**src/rtl/uart_irq_pkg.sv**
```systemverilog
package uart_irq_pkg;
  localparam int unsigned ST_W  = 7;
  localparam int unsigned N_GRP = 3;
  localparam int unsigned GRP_TX  = 0;
  localparam int unsigned GRP_RX  = 1;
  localparam int unsigned GRP_ERR = 2;
  // sticky (write-one-to-clear) positions: 0,3,4,5,6
  localparam logic [ST_W-1:0] STICKY_MASK = 7'b1111001;
  // positions a set write may raise
  localparam logic [ST_W-1:0] SET_MASK    = 7'b1000000;
  localparam logic [ST_W-1:0] GRP_MASK [N_GRP] = '{
    7'b1000001,   // tx: request, force
    7'b0000110,   // rx: trigger, timeout
    7'b0111000    // err: frame, break, overrun
  };
endpackage

```
**src/rtl/irq_status_reg.sv**
```systemverilog
module irq_status_reg
  import uart_irq_pkg::*;
(
  input  logic            clk_i,
  input  logic            rst_ni,
  input  logic [ST_W-1:0] set_i,
  input  logic [ST_W-1:0] clr_i,
  input  logic [ST_W-1:0] lvl_i,
  output logic [ST_W-1:0] st_o
);
  logic [ST_W-1:0] q;

  always_ff @(posedge clk_i or negedge rst_ni) begin
    if (!rst_ni) q <= '0;
    else         q <= (set_i | (q & ~clr_i)) & STICKY_MASK;  // set beats clear
  end

  always_comb st_o = (q & STICKY_MASK) | (lvl_i & ~STICKY_MASK);
endmodule

```
**src/rtl/irq_combine.sv**
```systemverilog
module irq_combine
  import uart_irq_pkg::*;
(
  input  logic [ST_W-1:0]  st_i,
  input  logic [N_GRP-1:0] ie_i,
  output logic             irq_o
);
  logic [N_GRP-1:0] grp_hit;

  for (genvar g = 0; g < N_GRP; g++) begin : g_grp
    assign grp_hit[g] = ie_i[g] & (|(st_i & GRP_MASK[g]));
  end

  assign irq_o = |grp_hit;
endmodule

```
**src/rtl/uart_irq_ctrl.sv**
```systemverilog
module uart_irq_ctrl
  import uart_irq_pkg::*;
(
  input  logic            clk_i,
  input  logic            rst_ni,
  input  logic            tx_req_evt_i,
  input  logic            rx_trig_lvl_i,
  input  logic            rx_tmo_lvl_i,
  input  logic            frame_err_evt_i,
  input  logic            brk_evt_i,
  input  logic            ovr_evt_i,
  input  logic            clr_we_i,
  input  logic            set_we_i,
  input  logic [ST_W-1:0] wr_data_i,
  input  logic            tx_ie_i,
  input  logic            rx_ie_i,
  input  logic            err_ie_i,
  output logic [ST_W-1:0] status_o,
  output logic            irq_o
);
  logic [ST_W-1:0]  set_vec, clr_vec, lvl_vec, sw_set;
  logic [N_GRP-1:0] ie;

  assign sw_set  = set_we_i ? (wr_data_i & SET_MASK) : '0;
  assign set_vec = sw_set | {1'b0, ovr_evt_i, brk_evt_i, frame_err_evt_i,
                             2'b00, tx_req_evt_i};
  assign clr_vec = clr_we_i ? wr_data_i : '0;
  assign lvl_vec = {4'b0000, rx_tmo_lvl_i, rx_trig_lvl_i, 1'b0};

  assign ie[GRP_TX]  = tx_ie_i;
  assign ie[GRP_RX]  = rx_ie_i;
  assign ie[GRP_ERR] = err_ie_i;

  irq_status_reg u_st (
    .clk_i (clk_i),
    .rst_ni(rst_ni),
    .set_i (set_vec),
    .clr_i (clr_vec),
    .lvl_i (lvl_vec),
    .st_o  (status_o)
  );

  irq_combine u_comb (
    .st_i (status_o),
    .ie_i (ie),
    .irq_o(irq_o)
  );
endmodule

```
**config.mk**
```make
export PLATFORM = sky130hd
export DESIGN_NAME = uart_irq_ctrl
export DESIGN_NICKNAME = d
export VERILOG_FILES = /design/src/rtl/uart_irq_pkg.sv /design/src/rtl/irq_status_reg.sv /design/src/rtl/irq_combine.sv /design/src/rtl/uart_irq_ctrl.sv
export SDC_FILE = /design/constraint.sdc
export NUM_CORES = 1
export LEC_CHECK = 0
export ABC_CLOCK_PERIOD_IN_PS = 2000
export BUFFER_PORTS_ARGS = -buffer_cell sky130_fd_sc_hd__buf_2
export CAP_MARGIN = 20
export CORE_AREA = 2 2 39 41
export CTS_BUF_LIST = sky130_fd_sc_hd__clkbuf_8 sky130_fd_sc_hd__clkbuf_16
export DETAILED_ROUTE_END_ITERATION = 8
export DIE_AREA = 0 0 41 43
export HOLD_SLACK_MARGIN = 0.15
export PLACE_DENSITY = 0.58
export SYNTH_ARGS = -nofsm -noshare
export SYNTH_HDL_FRONTEND = slang
export SYNTH_HIERARCHICAL = 1
export SYNTH_SLANG_ARGS = --single-unit
export TNS_END_PERCENT = 20
```
**constraint.sdc**
```tcl
create_clock -name clk_i -period 2 [get_ports clk_i]
set_clock_uncertainty 0.1 [all_clocks]
set_input_delay 0.1 -clock clk_i [delete_from_list [all_inputs] [get_ports clk_i]]
set_output_delay 0.1 -clock clk_i [all_outputs]
set_load 0.03 [all_outputs]
```
==> Yosys cells after proc, flatten, opt, wreduce, memory -nomap -nowiden <==
Cells that the tools add are included.
{ "totals": {"ff_bits": 5, "rom_bits": 0, "out_inout_bits": 8, "mem_bits_rw": 0, "latchBits": 0, "word_cells": 15, "input_bits": 20, "mem_count": 0} }
{ "classes": {"n_eq_ne": 0, "n_div": 0, "add_sub_neg": 0, "muxes": 2, "mul": 0, "shift": 0, "n_reduce_logical": 4, "order_cmp": 0, "bitwise": 8} }
{ "ops": {"columns": ["op", "n"], "rows": [
  ["$mux 7", 2],
  ["$and 7x7->7", 1],
  ["$not 7->7", 1],
  ["$or 7x3->7", 1],
  ["$or 7x6->7", 1],
  ["$or 7x7->7", 1],
  ["$reduce_or 3->1", 2],
  ["$reduce_or 2->1", 2],
  ["$and 1x1->1", 3]
]} }

==> Longest topological paths before layout <==
{ "logic_depth": {"word_depth": 4, "mapped_depth": 3, "depth_no_buf": 3} }

==> Cells and area by module <==
Netlist, hierarchy kept.
{ "by_module_without_submodules": {"columns": ["module", "seq_area_each_um2", "area_each_um2", "cells_each", "n_inst"], "rows": [
  ["irq_status_reg", 125.1, 196.4, 17, 1],
  ["uart_irq_ctrl", 0.0, 53.8, 9, 1],
  ["irq_combine", 0.0, 22.5, 4, 1]
]} }

==> Worst setup path before layout <==
Ideal clock, no wire load.
{ "synth_path": {"path_type": "reg-to-output", "from": "reg u_st.q[4]", "to": "out irq_o", "path_stages_with_launch": 3, "t_arrival_ns": 1.033, "slack_ns": 0.767, "required_time_ns": 1.800, "n_path_buf": 0, "cell_sequence": "dfrtp_1 > o31ai_1 > nand3_1"} }
{ "synth_between": {"elab_chain_cells": 4} }
{ "synth_lines": {"columns": ["item", "line", "source"], "rows": [
  ["from (decl)", "irq_status_reg.sv:11", "logic [ST_W-1:0] q;"],
  ["from (signal assigned)", "irq_status_reg.sv:15", "else q <= (set_i | (q & ~clr_i)) & STICKY_MASK;"],
  ["$or 7x3->7", "irq_status_reg.sv:18", "always_comb st_o = (q & STICKY_MASK) | (lvl_i & ~STICKY_MASK);"],
  ["$reduce_or 3->1", "irq_combine.sv:11", "assign grp_hit[g] = ie_i[g] & (|(st_i & GRP_MASK[g]));"],
  ["$and 1x1->1", "irq_combine.sv:11", null],
  ["$reduce_or 3->1", "irq_combine.sv:14", "assign irq_o = |grp_hit;"],
  ["to (decl)", "uart_irq_ctrl.sv:19", "output logic irq_o"]
]} }
Every way passes these cells.

==> Worst setup path after layout <==
{ "layout_path": {"from": "in set_we_i", "to": "reg u_st.q[6]"} }
{ "layout_between": {"elab_chain_cells": 3} }
{ "layout_lines": {"columns": ["item", "line", "source"], "rows": [
  ["from (decl)", "uart_irq_ctrl.sv:13", "input logic set_we_i,"],
  ["$mux 7", "uart_irq_ctrl.sv:24", "assign sw_set = set_we_i ? (wr_data_i & SET_MASK) : '0;"],
  ["$or 7x6->7", "uart_irq_ctrl.sv:25", "assign set_vec = sw_set | {1'b0, ovr_evt_i, brk_evt_i, frame_err_evt_i,"],
  ["via set_vec[6]", "uart_irq_ctrl.sv:21", "logic [ST_W-1:0] set_vec, clr_vec, lvl_vec, sw_set;"],
  ["$or 7x7->7", "irq_status_reg.sv:15", null]
]} }
The timed path passes the listed nets, and every way through them passes these cells.

==> reports/summary.txt <==
Die Height: 43 µm
fill count: 149
worst-margin pin slew: 0.245 ns
clock sinks: 5
Tmin final: 1.56 ns
Final GP Congestion: 0.600
WP data required: 2.01 ns
Antenna Nets Post-Route: 0
CP arrival: 1.57 ns
Max clock buf depth: 2
total track usage: 0.102
share of cells above drive strength 1: 0.452
core area: 1380 µm²
# IOs: 28
Pleak: 0.263 nW
Routed WL: 740 µm
nets@finish: 83
register area: 125 µm²
outcome: finished, final reports clean
Starting Density: 0.185
row cnt: 14
yosys warns: 6
Area after DPL: 387 µm²
Layout area overhead: 99.5%
final core utilization: 0.370
RSZ-0062 raised after global routing: no
post-DP HPWL: 550 µm
Max-slew headroom: 0.836
multi-input combinational cell area: 97.6 µm²
CP endpoint kind: register
DRC violations left: 0
power per cell area: 737 nW/µm²
syn nets: 47
largest net degree at the start of global routing: 6
Top reg by flops: u_st/q
vias in the first global route: 292
final hold violations: 0
Final Setup Violations: 0
Total Power: 0.377 mW
first drt pass iteration count: 1
Largest register FFs: 5
biggest regs: u_st/q x5
ant diodes: 0
Max Cap Viol: 0
CTS resizes: 0
WHS: 0.183 ns
worst setup path class: primary input to register
full die area: 1760 µm²
fin crit share: 0.779
Worst-Skew Late Latency: 0.22 ns
cell area after layout: 512 µm²
worst hold path type: primary input to register
GRT Residual Overflow: 0
H-tree depth: 1
Max Fclk: 642 MHz
global-route wire length before repair: 1100 µm
Slew Viols, Final: 0
crit path launch type: primary input
initial DRC count: 0
port bufs: 25
WL/cell: 9.49 µm
CTS tree: yes
Root Buffer: clkbuf_8
Reg2Reg Depth: 1
Inserted Clock Buffers: 3
syn_area_per_cell: 9.50 µm²
Final TNS setup: 0 ns
clock transition at the registers of the reported paths: 0.04 ns
initial antenna violation count: 0
vias per cell: 3.92
worst-path fanout max: 1
synthesized area: 256 µm²
Die Width: 41 µm
VDD IR max: 0.382 mV
Syn Inst Count: 27
Vias: 306
hold depth: 4
[critical path, cell delays in order]
cell	delay, ns
dlygate4sd3_1	0.52
buf_2	0.11
and2_1	0.14
dlygate4sd3_1	0.54
a21o_1	0.15
[per-layer routing]
metal / track usage / routed length (µm) / share of wire
met4: 0.0800 / 10 / 0.014
met3: 0.0628 / 112 / 0.15
met1: 0.108 / 274 / 0.37
met2: 0.138 / 343 / 0.46
met5: 0 / 0 / 0
[what timing repair did]
item                                   4_1_cts  5_1_grt
hold buffers                                 8        0
endpoints found under the hold margin       10        0
setup buffers                                0        0
[stage by stage]
| stage | instances | worst slack (ns) |
|---|---|---|
| 2_1_floorplan | 27 | 0.767 |
| 3_3_place_gp | 66 | 0.895 |
| 3_5_place_dp | 66 | 0.882 |
| 4_1_cts | 78 | 0.455 |
| 5_1_grt | 78 | 0.425 |
| 6_report | 78 | 0.441 |
[area by class of cell]
class	count	share of cell area
timing repair buffer	33	0.401
sequential	5	0.244
multi-input combinational	15	0.191
clock buffer	3	0.0807
tap	16	0.0391
inverter	5	0.0367
clock inverter	1	0.00733
[layout by cell type (no fill, tap or decap), drive strengths merged]
master       instances
dfrtp                5
and2                 6
buf                 25
o21ai                2
clkbuf               3
nand3                1
inv                  6
dlygate4sd3          8
o31ai                1
a21o                 5
[worst paths after layout]
kind	startpoint	to	slack, ns
worst min-delay path	wr_data_i[3]	u_st/q[3]$_DFF_PN0_	0.18
worst min register to register	u_st/q[0]$_DFF_PN0_	u_st/q[0]$_DFF_PN0_	0.39
min in group asynchronous	rst_ni	u_st/q[3]$_DFF_PN0_	0.70
max in group asynchronous	rst_ni	u_st/q[0]$_DFF_PN0_	0.91
worst max register to register	u_st/q[4]$_DFF_PN0_	u_st/q[4]$_DFF_PN0_	1.22
worst max-delay path	set_we_i	u_st/q[6]$_DFF_PN0_	0.44
[report_power, final]
group	internal, mW	switching, mW	total, mW
Combinational	0.0388	0.0405	0.0793
Sequential	0.110	0.00607	0.116
Clock	0.132	0.0506	0.182
Power figures use the tool's default switching activity.
